File: config.mk
export PLATFORM = sky130hd
export DESIGN_NAME = uart_modem_ctrl
export DESIGN_NICKNAME = d
export VERILOG_FILES = /design/src/rtl/uart_mc_pkg.sv /design/src/rtl/mc_ctl_reg.sv /design/src/rtl/mc_sync.sv /design/src/rtl/mc_delta.sv /design/src/rtl/uart_modem_ctrl.sv
export SDC_FILE = /design/constraint.sdc
export NUM_CORES = 1
export LEC_CHECK = 0
export BUFFER_PORTS_ARGS = -buffer_cell sky130_fd_sc_hd__buf_2
export CAP_MARGIN = 20
export CORE_UTILIZATION = 45
export DETAILED_ROUTE_END_ITERATION = 8
export GPL_ROUTABILITY_DRIVEN = 0
export MAX_ROUTING_LAYER = met4
export PLACE_DENSITY_LB_ADDON = 0.2
export SLEW_MARGIN = 20
export SYNTH_ARGS = -nofsm -noshare
export SYNTH_HDL_FRONTEND = slang
export SYNTH_HIERARCHICAL = 1
export SYNTH_SLANG_ARGS = --single-unit
File: constraint.sdc
create_clock -name clk -period 2.3 [get_ports clk]
set_clock_uncertainty 0.2 [all_clocks]
set_input_delay 0.46 -clock clk [delete_from_list [all_inputs] [get_ports clk]]
set_output_delay 0.46 -clock clk [all_outputs]
set_load 0.05 [all_outputs]
File: src/rtl/uart_mc_pkg.sv
package uart_mc_pkg;

    localparam int CTL_USED_W = 5;
    localparam int MDM_N      = 4;

    localparam int CB_DTR  = 0;
    localparam int CB_RTS  = 1;
    localparam int CB_AUX1 = 2;
    localparam int CB_AUX2 = 3;
    localparam int CB_LOOP = 4;

    localparam int MI_CTS = 0;
    localparam int MI_DSR = 1;
    localparam int MI_RI  = 2;
    localparam int MI_DCD = 3;

    typedef struct packed {
        logic loop;
        logic aux2;
        logic aux1;
        logic rts;
        logic dtr;
    } mc_ctl_t;

endpackage

File: src/rtl/mc_ctl_reg.sv
module mc_ctl_reg
    import uart_mc_pkg::*;
#(
    parameter int CTL_W = 8
) (
    input  logic             clk,
    input  logic             rst_n,
    input  logic             wr,
    input  logic [CTL_W-1:0] wdata,
    output mc_ctl_t          ctl,
    output logic [CTL_W-1:0] rdata
);
    localparam int PAD_W = CTL_W - CTL_USED_W;

    typedef struct packed {
        mc_ctl_t ctl;
    } st_t;

    st_t st_d, st_q;

    always_comb begin
        st_d = st_q;
        if (wr) begin
            st_d.ctl = mc_ctl_t'(wdata[CTL_USED_W-1:0]);
        end
    end

    always_ff @(posedge clk or negedge rst_n) begin
        if (!rst_n) begin
            st_q <= '0;
        end else begin
            st_q <= st_d;
        end
    end

    assign ctl   = st_q.ctl;
    assign rdata = {{PAD_W{1'b0}}, st_q.ctl};

    // written low bits come back, upper bits read as zero
    a_r2_store: assert property (@(posedge clk) disable iff (!rst_n)
        wr |=> rdata == {{PAD_W{1'b0}}, $past(wdata[CTL_USED_W-1:0])});

endmodule

File: src/rtl/mc_sync.sv
module mc_sync #(
    parameter int               WIDTH   = 4,
    parameter int               STAGES  = 2,
    parameter logic [WIDTH-1:0] RST_VAL = '1
) (
    input  logic             clk,
    input  logic             rst_n,
    input  logic [WIDTH-1:0] din,
    output logic [WIDTH-1:0] dout
);
    typedef logic [STAGES-1:0][WIDTH-1:0] chain_t;

    chain_t chain_d, chain_q;

    always_comb begin
        chain_d[0] = din;
        for (int i = 1; i < STAGES; i++) begin
            chain_d[i] = chain_q[i-1];
        end
    end

    always_ff @(posedge clk or negedge rst_n) begin
        if (!rst_n) begin
            chain_q <= {STAGES{RST_VAL}};
        end else begin
            chain_q <= chain_d;
        end
    end

    assign dout = chain_q[STAGES-1];

endmodule

File: src/rtl/mc_delta.sv
module mc_delta #(
    parameter int           N          = 4,
    parameter logic [N-1:0] TRAIL_MASK = '0
) (
    input  logic         clk,
    input  logic         rst_n,
    input  logic [N-1:0] sel,
    input  logic         clr,
    output logic [N-1:0] flags
);
    typedef struct packed {
        logic [N-1:0] prev;
        logic [N-1:0] flags;
    } st_t;

    st_t          st_d, st_q;
    logic [N-1:0] hit;

    for (genvar g = 0; g < N; g++) begin : g_bit
        if (TRAIL_MASK[g]) begin : g_trail
            assign hit[g] = st_q.prev[g] & ~sel[g];
            // trailing-edge flag rises only after asserted -> deasserted
            a_r8_trail_only: assert property (@(posedge clk) disable iff (!rst_n)
                $rose(flags[g]) |-> ($past(st_q.prev[g]) && !$past(sel[g])));
        end else begin : g_any
            assign hit[g] = st_q.prev[g] ^ sel[g];
            // change flag rises only after the input moved
            a_r7_edge_cause: assert property (@(posedge clk) disable iff (!rst_n)
                $rose(flags[g]) |-> ($past(st_q.prev[g]) != $past(sel[g])));
        end
    end

    always_comb begin
        st_d.prev  = sel;
        st_d.flags = (clr ? '0 : st_q.flags) | hit;
    end

    always_ff @(posedge clk or negedge rst_n) begin
        if (!rst_n) begin
            st_q <= '0;
        end else begin
            st_q <= st_d;
        end
    end

    assign flags = st_q.flags;

    // flags are sticky without a read
    a_r7_sticky: assert property (@(posedge clk) disable iff (!rst_n)
        !clr |=> ((flags & $past(flags)) == $past(flags)));

    // a read with no concurrent change empties the flags
    a_r9_clear: assert property (@(posedge clk) disable iff (!rst_n)
        (clr && (sel == st_q.prev)) |=> (flags == '0));

endmodule

File: src/rtl/uart_modem_ctrl.sv
module uart_modem_ctrl
    import uart_mc_pkg::*;
#(
    parameter int CTL_W       = 8,
    parameter int SYNC_STAGES = 2
) (
    input  logic             clk,
    input  logic             rst_n,
    input  logic             ctl_wr,
    input  logic [CTL_W-1:0] ctl_wdata,
    output logic [CTL_W-1:0] ctl_rdata,
    input  logic             sts_rd,
    output logic [2*MDM_N-1:0] sts_rdata,
    input  logic             tx_bit,
    output logic             txd,
    input  logic             rxd,
    output logic             rx_bit,
    output logic             rts_n,
    output logic             dtr_n,
    input  logic             cts_n,
    input  logic             dsr_n,
    input  logic             ri_n,
    input  logic             dcd_n
);
    localparam logic [MDM_N-1:0] TRAIL = MDM_N'(1) << MI_RI;

    mc_ctl_t          ctl;
    logic [MDM_N-1:0] pin_raw;
    logic [MDM_N-1:0] pin_sync;
    logic [MDM_N-1:0] loop_vec;
    logic [MDM_N-1:0] sel;
    logic [MDM_N-1:0] flags;

    mc_ctl_reg #(.CTL_W(CTL_W)) u_ctl (
        .clk   (clk),
        .rst_n (rst_n),
        .wr    (ctl_wr),
        .wdata (ctl_wdata),
        .ctl   (ctl),
        .rdata (ctl_rdata)
    );

    always_comb begin
        pin_raw         = '1;
        pin_raw[MI_CTS] = cts_n;
        pin_raw[MI_DSR] = dsr_n;
        pin_raw[MI_RI]  = ri_n;
        pin_raw[MI_DCD] = dcd_n;
    end

    mc_sync #(.WIDTH(MDM_N), .STAGES(SYNC_STAGES), .RST_VAL('1)) u_sync (
        .clk   (clk),
        .rst_n (rst_n),
        .din   (pin_raw),
        .dout  (pin_sync)
    );

    always_comb begin
        loop_vec         = '0;
        loop_vec[MI_CTS] = ctl.rts;
        loop_vec[MI_DSR] = ctl.dtr;
        loop_vec[MI_RI]  = ctl.aux1;
        loop_vec[MI_DCD] = ctl.aux2;
        sel    = ctl.loop ? loop_vec : ~pin_sync;
        txd    = ctl.loop ? 1'b1 : tx_bit;
        rx_bit = ctl.loop ? tx_bit : rxd;
        rts_n  = ctl.loop ? 1'b1 : ~ctl.rts;
        dtr_n  = ctl.loop ? 1'b1 : ~ctl.dtr;
    end

    mc_delta #(.N(MDM_N), .TRAIL_MASK(TRAIL)) u_delta (
        .clk   (clk),
        .rst_n (rst_n),
        .sel   (sel),
        .clr   (sts_rd),
        .flags (flags)
    );

    assign sts_rdata = {sel, flags};

    // request pins take the inverted written bits
    a_r3_rts_pol: assert property (@(posedge clk) disable iff (!rst_n)
        (ctl_wr && !ctl_wdata[CB_LOOP]) |=> (rts_n == !$past(ctl_wdata[CB_RTS])));
    a_r3_dtr_pol: assert property (@(posedge clk) disable iff (!rst_n)
        (ctl_wr && !ctl_wdata[CB_LOOP]) |=> (dtr_n == !$past(ctl_wdata[CB_DTR])));

    // loopback parks the external outputs
    a_r4_loop_idle: assert property (@(posedge clk) disable iff (!rst_n)
        (ctl_wr && ctl_wdata[CB_LOOP]) |=> (txd && rts_n && dtr_n));

    // loopback feeds the transmit bit to the receiver
    a_r5_rx_loop: assert property (@(posedge clk) disable iff (!rst_n)
        (ctl_wr && ctl_wdata[CB_LOOP]) |=> (rx_bit == tx_bit));

    // loopback cross-connects the control requests to the status inputs
    a_r6_loop_cross: assert property (@(posedge clk) disable iff (!rst_n)
        (ctl_wr && ctl_wdata[CB_LOOP]) |=>
        (sts_rdata[2*MDM_N-1:MDM_N] == {$past(ctl_wdata[CB_AUX2]), $past(ctl_wdata[CB_AUX1]),
                                        $past(ctl_wdata[CB_DTR]), $past(ctl_wdata[CB_RTS])}));

endmodule

## Word-level counts from Yosys, hierarchy flattened

Cells that the tools add are included.

- Output and inout port bits: 20
- Logic and storage cells: 24
- Input port bits: 18
- Register bits: 21

- Mux-type cells: 6
- Bitwise logic cells: 9

Operators by type and width:

| cell | count |
|---|---|
| 4-bit 2-to-1 mux | 2 |
| 1-bit 2-to-1 mux | 4 |
| 4-bit NOT | 1 |
| 4-bit bitwise OR | 1 |
| 1-bit NOT | 3 |
| 1-bit XOR | 3 |
| 1-bit bitwise AND | 1 |

## Logic depth before layout (Yosys ltp)

Gate-level depths: netlist of run 1.

- Word-level depth: 5
- Depth in mapped cells: 5
- Mapped depth without buffers: 4

## By module

Netlist of run 1, hierarchy kept.

Modules (own cells, without submodules):

| module | sequential area each (µm²) | area each (µm²) | instances | cells each |
|---|---|---|---|---|
| mc_delta | 200.2 | 296.5 | 1 | 24 |
| mc_ctl_reg | 125.1 | 245.2 | 1 | 19 |
| mc_sync | 210.2 | 210.2 | 1 | 8 |
| uart_modem_ctrl | 0.0 | 72.6 | 1 | 13 |

## Worst setup path before layout of run 1

Ideal clock, no wire load.

- Kind: register -> output
- Start: register u_ctl.st_q (netlist bit u_ctl/ctl[4])
- End: output port sts_rdata[4]
- Slack: 0.276 ns
- Path buffers: 1
- Cell stages (with the launch flop): 3
- Arrival time: 1.364 ns
- Cells stage by stage: dfrtp_1 buf_4 o21ai_1

- Longest elaborated chain between the ends: 1

Ends and longest elaborated chain:

| element | line | text |
|---|---|---|
| start: declaration | mc_ctl_reg.sv:19 | `st_t st_d, st_q;` |
| start signal: assignment | mc_ctl_reg.sv:32 | `st_q <= st_d;` |
| 4-bit 2-to-1 mux | uart_modem_ctrl.sv:64 | `sel = ctl.loop ? loop_vec : ~pin_sync;` |
| end: declaration | uart_modem_ctrl.sv:13 | `output logic [2*MDM_N-1:0] sts_rdata,` |

No other way between the ends.

## Final worst setup path of run 1

- Start: register u_ctl.st_q (netlist bit u_ctl/ctl[4])
- End: output port sts_rdata[7]

Same word-level chain as after synthesis.

==> metrics.log, run 1 <==
INFO  metric drt-vias-per-instance = 4.298
INFO  metric synth.ff_latch_count = 21
INFO  metric cap_violations = 0
INFO  metric cp.required = 1.64 ns
INFO  metric cts_buffers = 3
INFO  metric dieWidth = 44.81 um
INFO  metric floorplan.die_area = 2007 um^2
INFO  metric syn-mean-instance-area = 12.88 um^2
INFO  metric area_delta_synth_final = 16.24%
INFO  metric placed_area = 920.9 um^2
INFO  metric cts_htree_levels = 1
INFO  metric numClockSinks = 21
INFO  metric syn-cell-area = 824.5 um^2
INFO  metric drc = 0
INFO  metric top_level_ports = 38
INFO  metric grt_pass1_wl = 1807 um
INFO  metric finalNetCount = 108
INFO  metric setup_total_negative_slack = 0 ns
INFO  metric grt_max_degree = 22
INFO  metric fillers = 167
INFO  metric layout.cells.most_common_list = buf_2 (31), dfrtp_1 (13), dfstp_2 (8)
INFO  metric holdCritPathClass = in2reg
INFO  metric post_route_cells_drive_above_1_share = 53.93%
INFO  metric clock.fmax = 0.4721 GHz
INFO  metric grt_antenna_before_repair = 0
INFO  metric clk_pin_slew_worst_paths = 0.11 ns
INFO  metric first_global_vias = 422
INFO  metric status = completed
INFO  metric cp_data_arrival_time = 1.46 ns
INFO  metric report.final.slew_viol_count = 0
INFO  metric fin_crit_sh = 92.09%
INFO  metric router_iterations_before_antenna_repair = 2
INFO  metric multi_input_comb_area = 180.2 um^2
INFO  metric powerDensity = 925.1 nW/um^2
INFO  metric ant_diodes = 0
INFO  metric coreArea = 1727 um^2
INFO  metric synth.lib_cells_used.distinct = 13
INFO  metric cts_max_path_buffers = 2
INFO  metric layout_commonest_cell = buf_2
INFO  metric detail-route-antenna-nets = 0
INFO  metric ff_latch_area = 535.5 um^2
INFO  metric start_util = 47.75%
INFO  metric synth.yosys.seq_area_share = 64.95%
INFO  metric hold_viol_final = 0
INFO  metric cts.root.buffer_cell = clkbuf_4
INFO  metric yosys_top_cell_area_share = 39.45%
INFO  metric leakage = 0.4700 nW
INFO  metric post-cts-setup-buffers = 0
INFO  metric clock_insertion_delay_worst_skew = 0.29 ns
INFO  metric path_class = reg2out
INFO  metric numPortBuffers = 31
INFO  metric wl_per_instance = 9.842 um
INFO  metric num_vias = 490
INFO  metric remaining_global_route_overflow = 0
INFO  metric rsz_0062_raised_after_global_routing = no
INFO  metric post_synthesis_instance_total = 64
INFO  metric netlist.top_cell.by_area = dfrtp_1
INFO  metric synth_top_cells_by_area = dfrtp_1 (39%), dfstp_2 (25%), buf_4 (12%), mux2_2 (6.8%), o21ai_1 (4.2%)
INFO  metric timing.hold.ws = 0.05258 ns
INFO  metric setup_viol = 0
INFO  metric groute.usage.overall = 13.22%
INFO  metric finalWirelength = 1122 um
INFO  metric cell_row_count = 15
INFO  metric post-route-min-period = 2.118 ns
INFO  metric die_h = 44.81 um
INFO  metric irDropWorstVdd = 0.5361 mV
INFO  metric dp_hpwl = 866.6 um
INFO  metric post-route-cell-area = 958.4 um^2
INFO  metric startpoint_type = flop
INFO  metric ys_warn_count = 6
INFO  metric worstPathMaxFanout = 14
INFO  metric cp-end-kind = output pin
INFO  metric clock_tree_from_tritoncts = done
INFO  metric drc_violation_total_after_the_first_tritonroute_iteration = 2
[where the power goes]
group / total, W / internal [W] / switching [W]
clock: 0.000166 / 0.0000646 / 0.000101
sequential: 0.000440 / 0.000416 / 0.0000236
combinational: 0.000281 / 0.0000689 / 0.000212
total: 0.000887 / 0.000550 / 0.000337
[sequential cells by signal, summed over array words and instances (netlist names)]
| name | cells |
|---|---|
| u_delta/st_q | 4 |
| u_delta/flags | 4 |
| u_sync/dout | 4 |
| u_sync/chain_d | 4 |
| u_ctl/ctl | 5 |
[path summary, 6_finish.rpt]
check                                  startpoint                 to  slack, ns  depth (start not counted)
worst max register to register       u_ctl/ctl[4]   u_delta/flags[3]       0.89                          4
worst min register to register  u_sync/chain_d[7]     u_sync/dout[3]       0.16                          0
max in group asynchronous                   rst_n  u_sync/chain_d[5]       1.12                          2
worst min-delay path                        cts_n  u_sync/chain_d[4]       0.05                          1
min in group asynchronous                   rst_n   u_delta/flags[0]       0.44                          2
worst max-delay path                 u_ctl/ctl[4]       sts_rdata[7]       0.18                          3
[critical path, stage by stage, from the launching register on]
cell     delay (ns)
dfrtp_1        0.59
nand2_1        0.09
o21ai_1        0.18
buf_2          0.32
[cell type report]
type / instances / area share (%)
timing repair buffer: 32 / 17.23
clock buffer: 3 / 2.350
sequential: 21 / 55.87
tap: 25 / 3.264
inverter: 5 / 1.958
multi-input combinational: 27 / 18.80
clock inverter: 1 / 0.5222
[cell usage after synthesis]
cell	instances
buf_4	13
dfrtp_1	13
dfstp_2	8
o21ai_1	7
inv_1	5
mux2_2	5
nand2_1	4
xnor2_1	3
nand2b_1	2
conb_1	1
mux2_1	1
o22ai_1	1
or2_1	1
[per-layer routing]
| layer | GRT usage (%) | wire length [um] | share of wire, % |
|---|---|---|---|
| met1 | 14.74 | 456 | 41 |
| met2 | 22.06 | 590 | 53 |
| met3 | 2.800 | 63 | 5.6 |
| met4 | 7.273 | 12 | 1.1 |
| met5 | - | 0 | 0 |
[through the flow]
stage	setup WS [ns]	util, %	cells	total power (W)
2_1_floorplan	0.2755	-	66	0.0007041
3_3_place_gp	0.5211	53.33	109	0.0007252
3_5_place_dp	0.4737	53.33	109	0.0007301
4_1_cts	0.1330	55.51	114	0.0009019
5_1_grt	0.09452	55.51	114	0.0009337
6_report	0.1820	55.51	114	0.0008866
[what timing repair did]
action | 4_1_cts | 5_1_grt
endpoints found under the hold margin | 13 | 0
hold buffers | 1 | 0
resized for setup | 0 | 0
[kinds of logic after synthesis]
group	count (synthesis)	synth area share [%]
flops	21	64.95
buf+inv	18	14.11
compound gates	8	5.008
simple gates	7	4.097
mux	6	8.194
xor+xnor	3	3.187
other cells	1	0.4548
No activity file was read; power rests on OpenSTA's default activity.
==> run 2, diff against run 1 <==
--- a/config.mk
+++ b/config.mk
@@ -5,9 +5,10 @@
 export SDC_FILE = /design/constraint.sdc
 export NUM_CORES = 1
 export LEC_CHECK = 0
-export BUFFER_PORTS_ARGS = -buffer_cell sky130_fd_sc_hd__buf_2
+export BUFFER_PORTS_ARGS = -buffer_cell sky130_fd_sc_hd__buf_4
 export CAP_MARGIN = 20
 export CORE_UTILIZATION = 45
+export CTS_BUF_LIST = sky130_fd_sc_hd__clkbuf_4 sky130_fd_sc_hd__clkbuf_8
 export DETAILED_ROUTE_END_ITERATION = 8
 export GPL_ROUTABILITY_DRIVEN = 0
 export MAX_ROUTING_LAYER = met4
==> metrics.log, run 2 (same netlist as run 1, synthesis figures left out) <==
INFO  metric status = completed
INFO  metric grt_max_degree = 22
INFO  metric irDropWorstVdd = 0.5395 mV
INFO  metric cp_data_arrival_time = 1.45 ns
INFO  metric holdCritPathClass = in2reg
INFO  metric sw_frac_of_total = 37.36%
INFO  metric num_vias = 493
INFO  metric cap_violations = 0
INFO  metric comb_power_share = 33.9%
INFO  metric startpoint_type = flop
INFO  metric grt_antenna_before_repair = 0
INFO  metric clock_tree_from_tritoncts = done
INFO  metric ant_diodes = 0
INFO  metric post-cts-setup-buffers = 0
INFO  metric cts_buffers = 3
INFO  metric area_delta_synth_final = 25.64%
INFO  metric layout.cells.most_common_list = buf_4 (31), dfrtp_1 (13), dfstp_2 (8)
INFO  metric remaining_global_route_overflow = 0
INFO  metric numPortBuffers = 31
INFO  metric first_global_vias = 478
INFO  metric clk_pin_slew_worst_paths = 0.11 ns
INFO  metric cellInternalPower = 0.0005813 W
INFO  metric pwr-share-clk = 18.4%
INFO  metric post_route_cells_drive_above_1_share = 53.93%
INFO  metric dieWidth = 44.81 um
INFO  metric setup_viol = 0
INFO  metric rsz_0062_raised_after_global_routing = no
INFO  metric leakage = 0.4986 nW
INFO  metric largest_reg_flops = 5
INFO  metric die_h = 44.81 um
INFO  metric clock_insertion_delay_worst_skew = 0.30 ns
INFO  metric layout_commonest_cell = buf_4
INFO  metric powerDensity = 895.8 nW/um^2
INFO  metric wl_per_instance = 10.80 um
INFO  metric seq_power_share = 47.7%
INFO  metric setup_total_negative_slack = 0 ns
INFO  metric cts_htree_levels = 1
INFO  metric cts.root.buffer_cell = clkbuf_4
INFO  metric grt_pass1_wl = 2049 um
INFO  metric finalNetCount = 108
INFO  metric detail-route-antenna-nets = 0
INFO  metric cts_max_path_buffers = 2
INFO  metric fin_crit_sh = 91.64%
INFO  metric path_class = reg2out
INFO  metric coreArea = 1727 um^2
INFO  metric worstPathMaxFanout = 14
INFO  metric clock.fmax = 0.4744 GHz
INFO  metric start_util = 47.75%
INFO  metric top_level_ports = 38
INFO  metric drc = 0
INFO  metric fin_total_pwr = 0.0009281 W
INFO  metric drt-vias-per-instance = 4.325
INFO  metric cp.required = 1.64 ns
INFO  metric drc_violation_total_after_the_first_tritonroute_iteration = 2
INFO  metric floorplan.die_area = 2007 um^2
INFO  metric router_iterations_before_antenna_repair = 2
INFO  metric finalWirelength = 1231 um
INFO  metric power_switching = 0.0003468 W
INFO  metric cp-end-kind = output pin
INFO  metric report.final.slew_viol_count = 0
INFO  metric hold_viol_final = 0
INFO  metric groute.usage.overall = 15.33%
INFO  metric numClockSinks = 21
INFO  metric dp_hpwl = 925.9 um
INFO  metric post-route-min-period = 2.108 ns
INFO  metric cell_row_count = 15
run 2: cell types whose count changed in the layout (fill, tap and decap cells not counted):
cell | previous run | this run
buf_4 | 0 | 31
buf_2 | 31 | 0
run 2: worst max-delay path: stages (launching register included):
cell,delay [ns]
dfrtp_1,0.60
mux2_1,0.36
buf_4,0.19
run 2: layout make-up:
cell class | instances | area [um^2]
Fill cell | 158 | 690.7
Sequential cell | 21 | 535.5
Clock buffer | 3 | 22.52
Tap cell | 25 | 31.28
Clock inverter | 1 | 5.005
Timing Repair Buffer | 32 | 242.7
Inverter | 5 | 18.77
Multi-Input combinational cell | 27 | 180.2
run 2: worst paths after layout:
path                                   start                end  slack (ns)  cells after the start
setup reg to reg                u_ctl/ctl[4]   u_delta/flags[3]        0.88                      4
hold / removal                         dcd_n  u_sync/chain_d[7]        0.06                      1
max in group asynchronous              rst_n  u_sync/chain_d[4]        1.26                      2
min in group asynchronous              rst_n   u_delta/flags[0]        0.37                      2
hold reg to reg            u_sync/chain_d[4]     u_sync/dout[0]        0.16                      0
setup / recovery                u_ctl/ctl[4]             rx_bit        0.19                      2
run 2: power groups by stage:
stage | clock, W | sequential (W) | combinational, W
detailed placement | 0 | 0.000451 | 0.000315
global placement | 0 | 0.000448 | 0.000311
global route | 0.000193 | 0.000449 | 0.000335
finish | 0.000171 | 0.000443 | 0.000314
floorplan | 0 | 0.000441 | 0.000263
CTS | 0.000178 | 0.000444 | 0.000317
run 2: repair_timing:
action,4_1_cts,5_1_grt
setup endpoints to repair,0,0
hold endpoints to repair,13,0
resized for setup,0,0
hold buffers,1,0
run 2: per-stage QoR:
stage,area [um^2],hold WS [ns],setup slack [ns],util (%),std cells
3_3_place_gp,998.5,0.1460,0.5361,57.83,109
5_1_grt,1036,0.03575,0.09592,60.00,114
4_1_cts,1036,0.04593,0.1756,60.00,114
2_1_floorplan,832.0,-0.03559,0.2755,-,66
6_report,1036,0.05573,0.1922,60.00,114
3_5_place_dp,998.5,0.1468,0.5206,57.83,109
run 2: layer usage:
metal | up-vias | wire length [um] | part of all wire (%) | GRT usage [%]
li1 | 237 | - | - | -
met1 | 234 | 503 | 41 | 16.84
met2 | 18 | 636 | 52 | 25.29
met3 | 4 | 61 | 5.0 | 2.400
met4 | 0 | 30 | 2.4 | 10.91
met5 | - | 0 | 0 | -
